[config.mk]
export PLATFORM = sky130hd
export DESIGN_NAME = desc_poll_engine
export DESIGN_NICKNAME = d
export VERILOG_FILES = /design/src/rtl/desc_poll_engine.sv
export SDC_FILE = /design/constraint.sdc
export NUM_CORES = 1
export LEC_CHECK = 0
export ABC_CLOCK_PERIOD_IN_PS = 8700
export CAP_MARGIN = 20
export CORE_MARGIN = 2
export CORE_UTILIZATION = 54
export CTS_CLUSTER_SIZE = 16
export DETAILED_ROUTE_END_ITERATION = 12
export PLACE_DENSITY = 0.86
export SYNTH_ARGS = -nofsm -noshare
export SYNTH_HDL_FRONTEND = slang
export SYNTH_SLANG_ARGS = --single-unit
[constraint.sdc]
create_clock -name clk -period 8.7 [get_ports clk]
set_input_delay 1.74 -clock clk [delete_from_list [all_inputs] [get_ports clk]]
set_output_delay 1.74 -clock clk [all_outputs]
set_load 0.01 [all_outputs]
[src/rtl/desc_poll_engine.sv]
module desc_poll_engine #(
  parameter int AW = 32,
  parameter int TW = 16,
  parameter int IW = 9
) (
  input  logic          clk,
  input  logic          rst_n,
  input  logic          rx_on,
  input  logic          tx_poll_off,
  input  logic          line_busy,
  input  logic          rx_move_busy,
  input  logic          tx_move_busy,
  input  logic [TW-1:0] poll_period,
  input  logic          poll_now,
  input  logic [AW-1:0] rx_ring_base,
  input  logic [AW-1:0] tx_ring_base,
  input  logic [3:0]    rx_len_code,
  input  logic [3:0]    tx_len_code,
  input  logic          rx_advance,
  input  logic          tx_advance,
  output logic          bus_req,
  input  logic          bus_gnt,
  output logic          rd_en,
  output logic [AW-1:0] rd_addr,
  input  logic          rd_rvalid,
  input  logic [31:0]   rd_rdata,
  output logic          poll_busy,
  output logic [IW-1:0] rx_idx,
  output logic [IW-1:0] tx_idx,
  output logic          rx_cur_own,
  output logic          rx_nxt_own,
  output logic          tx_cur_own,
  output logic [31:0]   rx_cur_w1,
  output logic [31:0]   rx_cur_w0,
  output logic [31:0]   tx_cur_w1,
  output logic [31:0]   tx_cur_w0
);

  typedef enum logic [2:0] {
    S_IDLE, S_RXQ, S_RX1, S_RX0, S_REL, S_TXQ, S_TX1, S_TX0
  } st_t;

  function automatic logic [IW-1:0] len_mask(input logic [3:0] code);
    logic [IW-1:0] m;
    m = '0;
    for (int b = 0; b < IW; b++)
      if (b < int'(code)) m[b] = 1'b1;
    return m;
  endfunction

  st_t           state, state_d;
  logic [TW-1:0] tmr;
  logic          pend, sel_nxt;
  logic [31:0]   hold_w1, rx_nxt_w1, rx_nxt_w0;
  logic [IW-1:0] rx_nidx, tx_nidx, tgt_idx;
  logic [AW-1:0] tgt_base;

  wire quiet   = !line_busy && !rx_move_busy && !tx_move_busy;
  wire elapsed = tmr >= poll_period;
  wire rx_multi = rx_len_code != 4'd0;
  wire rx_need = rx_on && (!rx_cur_own || (rx_multi && !rx_nxt_own));
  wire tx_need = !tx_poll_off && !tx_cur_own;
  wire got     = pend && rd_rvalid;
  wire word1   = (state == S_RX1) || (state == S_TX1);
  wire in_rx   = (state == S_RX1) || (state == S_RX0);
  wire in_read = in_rx || (state == S_TX1) || (state == S_TX0);

  assign rx_nidx   = (rx_idx + 1'b1) & len_mask(rx_len_code);
  assign tx_nidx   = (tx_idx + 1'b1) & len_mask(tx_len_code);
  assign tgt_idx   = in_rx ? (sel_nxt ? rx_nidx : rx_idx) : tx_idx;
  assign tgt_base  = in_rx ? rx_ring_base : tx_ring_base;
  assign rd_addr   = tgt_base + AW'({tgt_idx, 4'b0000}) + AW'({word1, 2'b00});
  assign rd_en     = in_read && !pend;
  assign bus_req   = (state != S_IDLE) && (state != S_REL);
  assign poll_busy = state != S_IDLE;

  logic done;
  always_comb begin
    state_d = state;
    done    = 1'b0;
    unique case (state)
      S_IDLE: if (elapsed && quiet) begin
        if (rx_need)      state_d = S_RXQ;
        else if (tx_need) state_d = S_TXQ;
        else              done = 1'b1;
      end
      S_RXQ: if (!quiet) state_d = S_IDLE;
             else if (bus_gnt) state_d = S_RX1;
      S_RX1: if (got) state_d = S_RX0;
      S_RX0: if (got) state_d = S_REL;
      S_REL: if (tx_need && quiet) state_d = S_TXQ;
             else if (tx_need) state_d = S_IDLE;
             else begin state_d = S_IDLE; done = 1'b1; end
      S_TXQ: if (!quiet) state_d = S_IDLE;
             else if (bus_gnt) state_d = S_TX1;
      S_TX1: if (got) state_d = S_TX0;
      S_TX0: if (got) begin state_d = S_IDLE; done = 1'b1; end
      default: state_d = S_IDLE;
    endcase
  end

  always_ff @(posedge clk or negedge rst_n) begin
    if (!rst_n) begin
      state <= S_IDLE;
      tmr <= '0;
      pend <= 1'b0;
      sel_nxt <= 1'b0;
      hold_w1 <= '0;
      rx_idx <= '0;
      tx_idx <= '0;
      rx_cur_own <= 1'b0;
      rx_nxt_own <= 1'b0;
      tx_cur_own <= 1'b0;
      rx_cur_w1 <= '0;
      rx_cur_w0 <= '0;
      rx_nxt_w1 <= '0;
      rx_nxt_w0 <= '0;
      tx_cur_w1 <= '0;
      tx_cur_w0 <= '0;
    end else begin
      state <= state_d;
      if (poll_now)      tmr <= poll_period;
      else if (done)     tmr <= '0;
      else if (!elapsed) tmr <= tmr + 1'b1;
      if (rd_en)    pend <= 1'b1;
      else if (got) pend <= 1'b0;
      if (state == S_IDLE && state_d == S_RXQ) sel_nxt <= rx_cur_own;
      if (got && word1) hold_w1 <= rd_rdata;
      if (got && state == S_RX0 && hold_w1[31]) begin
        if (sel_nxt) begin
          rx_nxt_own <= 1'b1; rx_nxt_w1 <= hold_w1; rx_nxt_w0 <= rd_rdata;
        end else begin
          rx_cur_own <= 1'b1; rx_cur_w1 <= hold_w1; rx_cur_w0 <= rd_rdata;
        end
      end
      if (got && state == S_TX0 && hold_w1[31]) begin
        tx_cur_own <= 1'b1; tx_cur_w1 <= hold_w1; tx_cur_w0 <= rd_rdata;
      end
      if (rx_advance) begin
        rx_idx <= rx_nidx;
        rx_nxt_own <= 1'b0;
        if (rx_multi) begin
          rx_cur_own <= rx_nxt_own; rx_cur_w1 <= rx_nxt_w1; rx_cur_w0 <= rx_nxt_w0;
        end else begin
          rx_cur_own <= 1'b0;
        end
      end
      if (tx_advance) begin
        tx_idx <= tx_nidx;
        tx_cur_own <= 1'b0;
      end
    end
  end

  AST_START_QUIET: assert property (@(posedge clk) disable iff (!rst_n)
    $rose(bus_req) |-> $past(quiet));
  AST_TX_OFF: assert property (@(posedge clk) disable iff (!rst_n)
    (state == S_TXQ && $past(state) != S_TXQ) |-> !$past(tx_poll_off));
  AST_RX_OFF: assert property (@(posedge clk) disable iff (!rst_n)
    (state == S_RXQ && $past(state) != S_RXQ) |-> $past(rx_on));
  AST_READ_GRANTED: assert property (@(posedge clk) disable iff (!rst_n)
    rd_en |-> (bus_req && bus_gnt));
  AST_OWN_GATE: assert property (@(posedge clk) disable iff (!rst_n)
    $rose(tx_cur_own) |-> ($past(rd_rvalid) && $past(hold_w1[31])));
  AST_WITHDRAW: assert property (@(posedge clk) disable iff (!rst_n)
    (bus_req && !rd_en && !pend && !bus_gnt && !quiet && !in_read) |=> !bus_req);
  AST_ADV_IDLE: assert property (@(posedge clk) disable iff (!rst_n)
    (rx_advance || tx_advance) |-> !poll_busy);

endmodule

Word-level counts from Yosys, hierarchy flattened
Index checks and enable logic that the tools add are counted.

Memory bits (read-only): 0. Input port bits: 132. Bits in writable memories: 0. Memories kept: 0. Latch bits: 0. Logic and storage cells: 154. Flip-flop bits (word level): 266. Output and inout bits: 184.

Bitwise operators: 2. Eq/ne operators: 11. Divide/modulo/power cells: 0. Multiply operators: 0. $add $sub $neg: 5. Multiplexer cells: 62. Shifts and indexed selects: 0. Reductions and logical operators: 39. Order comparisons: 19.

Operator list (count): 32-bit 2-to-1 mux (9); 16-bit 2-to-1 mux (3); 3-bit 2-to-1 mux (12); 1-bit 2-to-1 mux (34); 32-bit by 13-bit adder with 32-bit output (1); 32-bit by 3-bit adder with 32-bit output (1); 3-bit by 4-bit less-than comparator with 1-bit output (first input constant) (8); 3-bit one-hot mux with 8 select lines (1); 9-bit by 1-bit adder with 9-bit output (second input constant) (2); 9-bit bitwise AND (2); 9-bit 2-to-1 mux (2); 16-bit by 1-bit adder with 16-bit output (second input constant) (1); 16-bit >= comparator (1); 1-bit logical AND (16); 1-bit by 4-bit less-than comparator with 1-bit output (first input constant) (4); 2-bit by 4-bit less-than comparator with 1-bit output (first input constant) (4); 3-bit equality test (second input constant) (4); 1-bit logical NOT (8); 4-bit less-than comparator (first input constant) (2); 2-bit nonzero test (4); 3-bit by 1-bit equality test with 1-bit output (second input constant) (2); 3-bit by 2-bit equality test with 1-bit output (second input constant) (2); 2-bit AND reduction (3); 1-bit logical OR (5); other kinds (7) (7).

Longest topological paths before layout
Depth in word-level cells: 9. Mapped depth: 16. Depth with buffers taken out: 16.

Worst setup path before layout
OpenSTA, ideal clock, no wires.

Path kind: input-to-output. Start point: in rx_len_code[2]. End point: out rd_addr[29]. Path slack: 2556 ps. Required time: 6960 ps. Buffers on the path: 1. Data arrival time: 4404 ps. Stages on the path: 12. Cells stage by stage: buf_6 -> or4_4 -> nand3b_1 -> a31oi_1 -> ha_1 -> nand2_1 -> or3_1 -> o22ai_2 -> o21ai_2 -> or3_1 -> nor3_1 -> xnor2_1.

Longest elaborated chain between the ends: 7. Elaborated cells on any way between the ends: 23. Classes of those cells: add/sub: 2; order compare: 9; mux: 11; bitwise: 1.

RTL lines: start: declaration (RTL line 17) `input logic [3:0] rx_len_code,`; 1-bit by 4-bit less-than comparator with 1-bit output, or another cell as far along (RTL line 47) `if (b < int'(code)) m[b] = 1'b1;`; 1-bit 2-to-1 mux (RTL line 47); 9-bit bitwise AND (*) (RTL line 68) `assign rx_nidx = (rx_idx + 1'b1) & len_mask(rx_len_code);`; 9-bit 2-to-1 mux (*) (2 in series) (RTL line 70) `assign tgt_idx = in_rx ? (sel_nxt ? rx_nidx : rx_idx) : tx_idx;`; 32-bit by 13-bit adder with 32-bit output (*) (RTL line 72) `assign rd_addr = tgt_base + AW'({tgt_idx, 4'b0000}) + AW'({word1, 2'b00});`; 32-bit by 3-bit adder with 32-bit output (*) (RTL line 72); end: declaration (RTL line 24) `output logic [AW-1:0] rd_addr,`.

Mark *: on every way between the ends. The rest lies on a longest branch, timed or not.

Final worst setup path
Start point: in rx_len_code[3]. End point: out rd_addr[31].

Same word-level chain as after synthesis.

==> out/results.tsv <==
stage	metric	value	unit
cells_and_area	final-instance-count-excl-fill	1848	
clocking	cts_setup_buffers	0	
route	drtIter0Drc	718	
sta	layout_min_cycle_time	7.71	ns
clocking	cts.clk_slew.worst_paths	0.06	ns
route	drt_pass1_iterations	5	
clocking	cts_buffer_depth	3	
power	power_leakage	7.94	nW
sta	final_max_slew_viol_count	0	
worst_setup_path	timing.critical_path.from_type	input port	
route	remaining_drc_errors	0	
floorplanning	core_area	24200	sq um
clocking	cts_buffers	28	
worst_setup_path	worst-r2r-cell-count	8	
cells_and_area	mostFrequentLayoutCell	sky130_fd_sc_hd__clkdlybuf4s50_1	
worst_setup_path	setup.worst_path.class	in -> out	
floorplanning	floorplan.rows	57	
clocking	cts-htree-levels	1	
sta	slew_headroom	26.2	%
min_path	type_of_the_tightest_min_delay_check	reg -> reg	
sta	fmax	130	MHz
sta	worst_slew_pin_slew	1.11	ns
synth	syn-num-nets	1375	
placed_design	post_dp_cell_area	16600	sq um
clocking	worst_skew_pair.late_latency	0.56	ns
power	totalPowerFinal	4.17	mW
route	average_vias_per_placed_instance	5.69	
grt	first_global_vias	10881	
cells_and_area	area_growth	33.0	%
clocking	cts.root.buffer_cell	sky130_fd_sc_hd__clkbuf_16	
synth	number_of_enable_flip_flop_cells_after_synthesis	0	
floorplanning	dieArea	25800	sq um
placed_design	place_inst	1794	
floorplanning	initial_core_utilization	54.8	%
clocking	tritoncts	yes	
placed_design	gp_congestion	0.894	
worst_setup_path	crit_required	6.96	ns
sta	finalCritPeriodShare	88.6	%
synth	synth-seq-cells	266	
cells_and_area	drive_above_1_share	15.4	%
cells_and_area	final.fill_count	1714	
synth	ys_dominant_reg_cell	sky130_fd_sc_hd__dfrtp_1	
route	ant_nets	0	
synth	syn_area_per_cell	10.9	sq um
route	route.final.wire_length	36.3	mm
grt	grt_overflow_total	0	
clocking	post_cts_hold_buffer_count	0	
clocking	cts_resized	0	
route	wl_per_cell	19.6	um
sta	fin_worst_hold_slack	0.475	ns
grt	grt_pass1_wl	58.5	mm
synth	netlist_instances	1213	
floorplanning	io_pins	316	
cells_and_area	nets	1664	
grt	grt.total_usage	28.1	%
grt	largest_net_degree_at_the_start_of_global_routing	144	
floorplanning	chipWidth	161	um
synth	mappedNetlistArea	13200	sq um
power	peakVddDrop	0.000173	V
synth	yosysSeqAreaShare	50.3	%
sta	report.final.hold_viol_count	0	
sta	setup_viol_count_final	0	
cells_and_area	final_design_area_no_fill	17600	sq um
cells_and_area	layout.cells.most_common_list	314 x sky130_fd_sc_hd__clkdlybuf4s50_1, 266 x sky130_fd_sc_hd__dfrtp_1, 162 x sky130_fd_sc_hd__mux2_2	
floorplanning	die-height	161	um
placed_design	dp_hpwl	25.4	mm
sta	setup_repair_after_global_routing_missed_its_margin	no	
worst_setup_path	critPathCaptureType	output port	
synth	asyncSetResetFlopFracSynth	100	%
worst_setup_path	crit_path_max_fanout	8	
flow_run	max_cap_viol_count	0	
power	cellPowerDensity	237	nW/um^2
grt	antenna_violations_before_repair	3	
sta	finClkSkew	0.0306	ns
synth	ys.warnings.count	0	
placed_design	place.port_buffers	315	
synth	synthDistinctLibCells	62	
min_path	hold-path-cell-count	1	
worst_setup_path	worst-endpoint-arrival	5.97	ns
sta	final.setup.tns	0	ns
outcome	run_status	finished clean	
clocking	numClockSinks	266	
route	routed-via-count	10511	
-- cell families (layout without fill, tap and decap cells) --
| group | count (synthesis) | count (layout) | share of synthesized area, % |
|---|---|---|---|
| buffers and inverters | 88 | 397 | 2.80 |
| muxes | 249 | 249 | 20.3 |
| DFF | 266 | 266 | 50.3 |
| xor gates and xnor gates | 32 | 32 | 2.12 |
| other | 0 | 2 | 0 |
| adders and majority gates | 30 | 30 | 2.83 |
| AOI/OAI and AO/OA | 215 | 215 | 10.1 |
| and+or+nand+nor | 333 | 333 | 11.6 |
-- worst paths after layout --
kind | startpoint | end | slack [ns]
min in group asynchronous | rst_n | tmr[2]$_DFFE_PN0P_ | 1.27
setup reg to reg | tmr[13]$_DFFE_PN0P_ | sel_nxt$_DFFE_PN0P_ | 5.89
max in group asynchronous | rst_n | rx_idx[8]$_DFFE_PN0P_ | 5.84
hold reg to reg | tx_cur_w1[31]$_DFFE_PN0P_ | tx_cur_w1[31]$_DFFE_PN0P_ | 0.47
hold / removal | tx_cur_w1[31]$_DFFE_PN0P_ | tx_cur_w1[31]$_DFFE_PN0P_ | 0.47
setup / recovery | rx_len_code[3] | rd_addr[31] | 0.99
-- cells in the mapped netlist, types with 7 or more instances --
cell type | n | area share [%]
sky130_fd_sc_hd__dfrtp_1 | 266 | 50
sky130_fd_sc_hd__mux2_2 | 162 | 14
sky130_fd_sc_hd__nand2_1 | 110 | 3.1
sky130_fd_sc_hd__nor2_1 | 110 | 3.1
sky130_fd_sc_hd__a21oi_1 | 93 | 3.5
sky130_fd_sc_hd__mux2i_1 | 87 | 6.6
sky130_fd_sc_hd__o21ai_0 | 41 | 1.5
sky130_fd_sc_hd__clkbuf_1 | 40 | 1.1
sky130_fd_sc_hd__nand3_1 | 33 | 1.2
sky130_fd_sc_hd__ha_1 | 30 | 2.8
sky130_fd_sc_hd__inv_1 | 23 | 0.65
sky130_fd_sc_hd__xnor2_1 | 19 | 1.3
sky130_fd_sc_hd__buf_2 | 14 | 0.53
sky130_fd_sc_hd__nor3_1 | 14 | 0.53
sky130_fd_sc_hd__xor2_1 | 13 | 0.86
sky130_fd_sc_hd__a22o_1 | 11 | 0.73
sky130_fd_sc_hd__and3_1 | 11 | 0.52
sky130_fd_sc_hd__nand4_1 | 9 | 0.43
sky130_fd_sc_hd__nor3b_1 | 8 | 0.45
sky130_fd_sc_hd__a31oi_1 | 7 | 0.33
-- report_power, final --
part / total, mW / switching (mW) / internal (mW)
clock: 1.20 / 0.493 / 0.706
sequential: 1.53 / 0.157 / 1.38
combinational: 1.44 / 0.731 / 0.706
total: 4.17 / 1.38 / 2.79
-- cell type report --
| class | count | area (sq um) | area share, % |
|---|---|---|---|
| antenna | 2 | 5.00 | 0.0284 |
| clock buffer | 39 | 802 | 4.55 |
| clock inverter | 11 | 140 | 0.795 |
| inverter | 23 | 86.3 | 0.490 |
| multi-input combinational | 859 | 6260 | 35.6 |
| sequential | 266 | 6660 | 37.8 |
| tap | 324 | 405 | 2.30 |
| timing repair buffer | 324 | 3260 | 18.5 |
-- critical path, stage by stage --
cell and delay (ns):
sky130_fd_sc_hd__clkdlybuf4s50_1 0.54, sky130_fd_sc_hd__a211oi_1 0.44, sky130_fd_sc_hd__o21ai_0 0.14, sky130_fd_sc_hd__a221oi_1 0.33, sky130_fd_sc_hd__nor2_1 0.08, sky130_fd_sc_hd__ha_1 0.35
sky130_fd_sc_hd__nand2_1 0.08, sky130_fd_sc_hd__or3_1 0.36, sky130_fd_sc_hd__o22ai_2 0.17, sky130_fd_sc_hd__o21ai_2 0.18, sky130_fd_sc_hd__or3_1 0.42, sky130_fd_sc_hd__nor3_1 0.28
sky130_fd_sc_hd__xnor2_1 0.24, sky130_fd_sc_hd__clkdlybuf4s50_1 0.61
-- layer usage --
layer / share of wire (%) / global-route usage [%] / vias to the layer above
met2: 48 / 47.3 / 346
met4: 3.5 / 9.34 / 2
met1: 40 / 35.7 / 5157
met3: 8.1 / 7.10 / 77
met5: 0.036 / 0 / -
li1: - / - / 4929
-- through the flow --
stage	worst slack [ns]	util, %
2_1_floorplan	2.56	-
3_3_place_gp	1.03	68.8
3_5_place_dp	0.963	68.8
4_1_cts	0.948	72.6
5_1_grt	0.687	72.9
6_report	0.988	72.9
-- registers in the layout, indices dropped and copies added, names as in the netlist, 16 cells and up --
signal     cells
rx_cur_w1     32
tmr           16
rx_nxt_w0     32
rx_nxt_w1     32
tx_cur_w0     32
hold_w1       32
tx_cur_w1     32
rx_cur_w0     32
(Power assumes the default switching activity.)
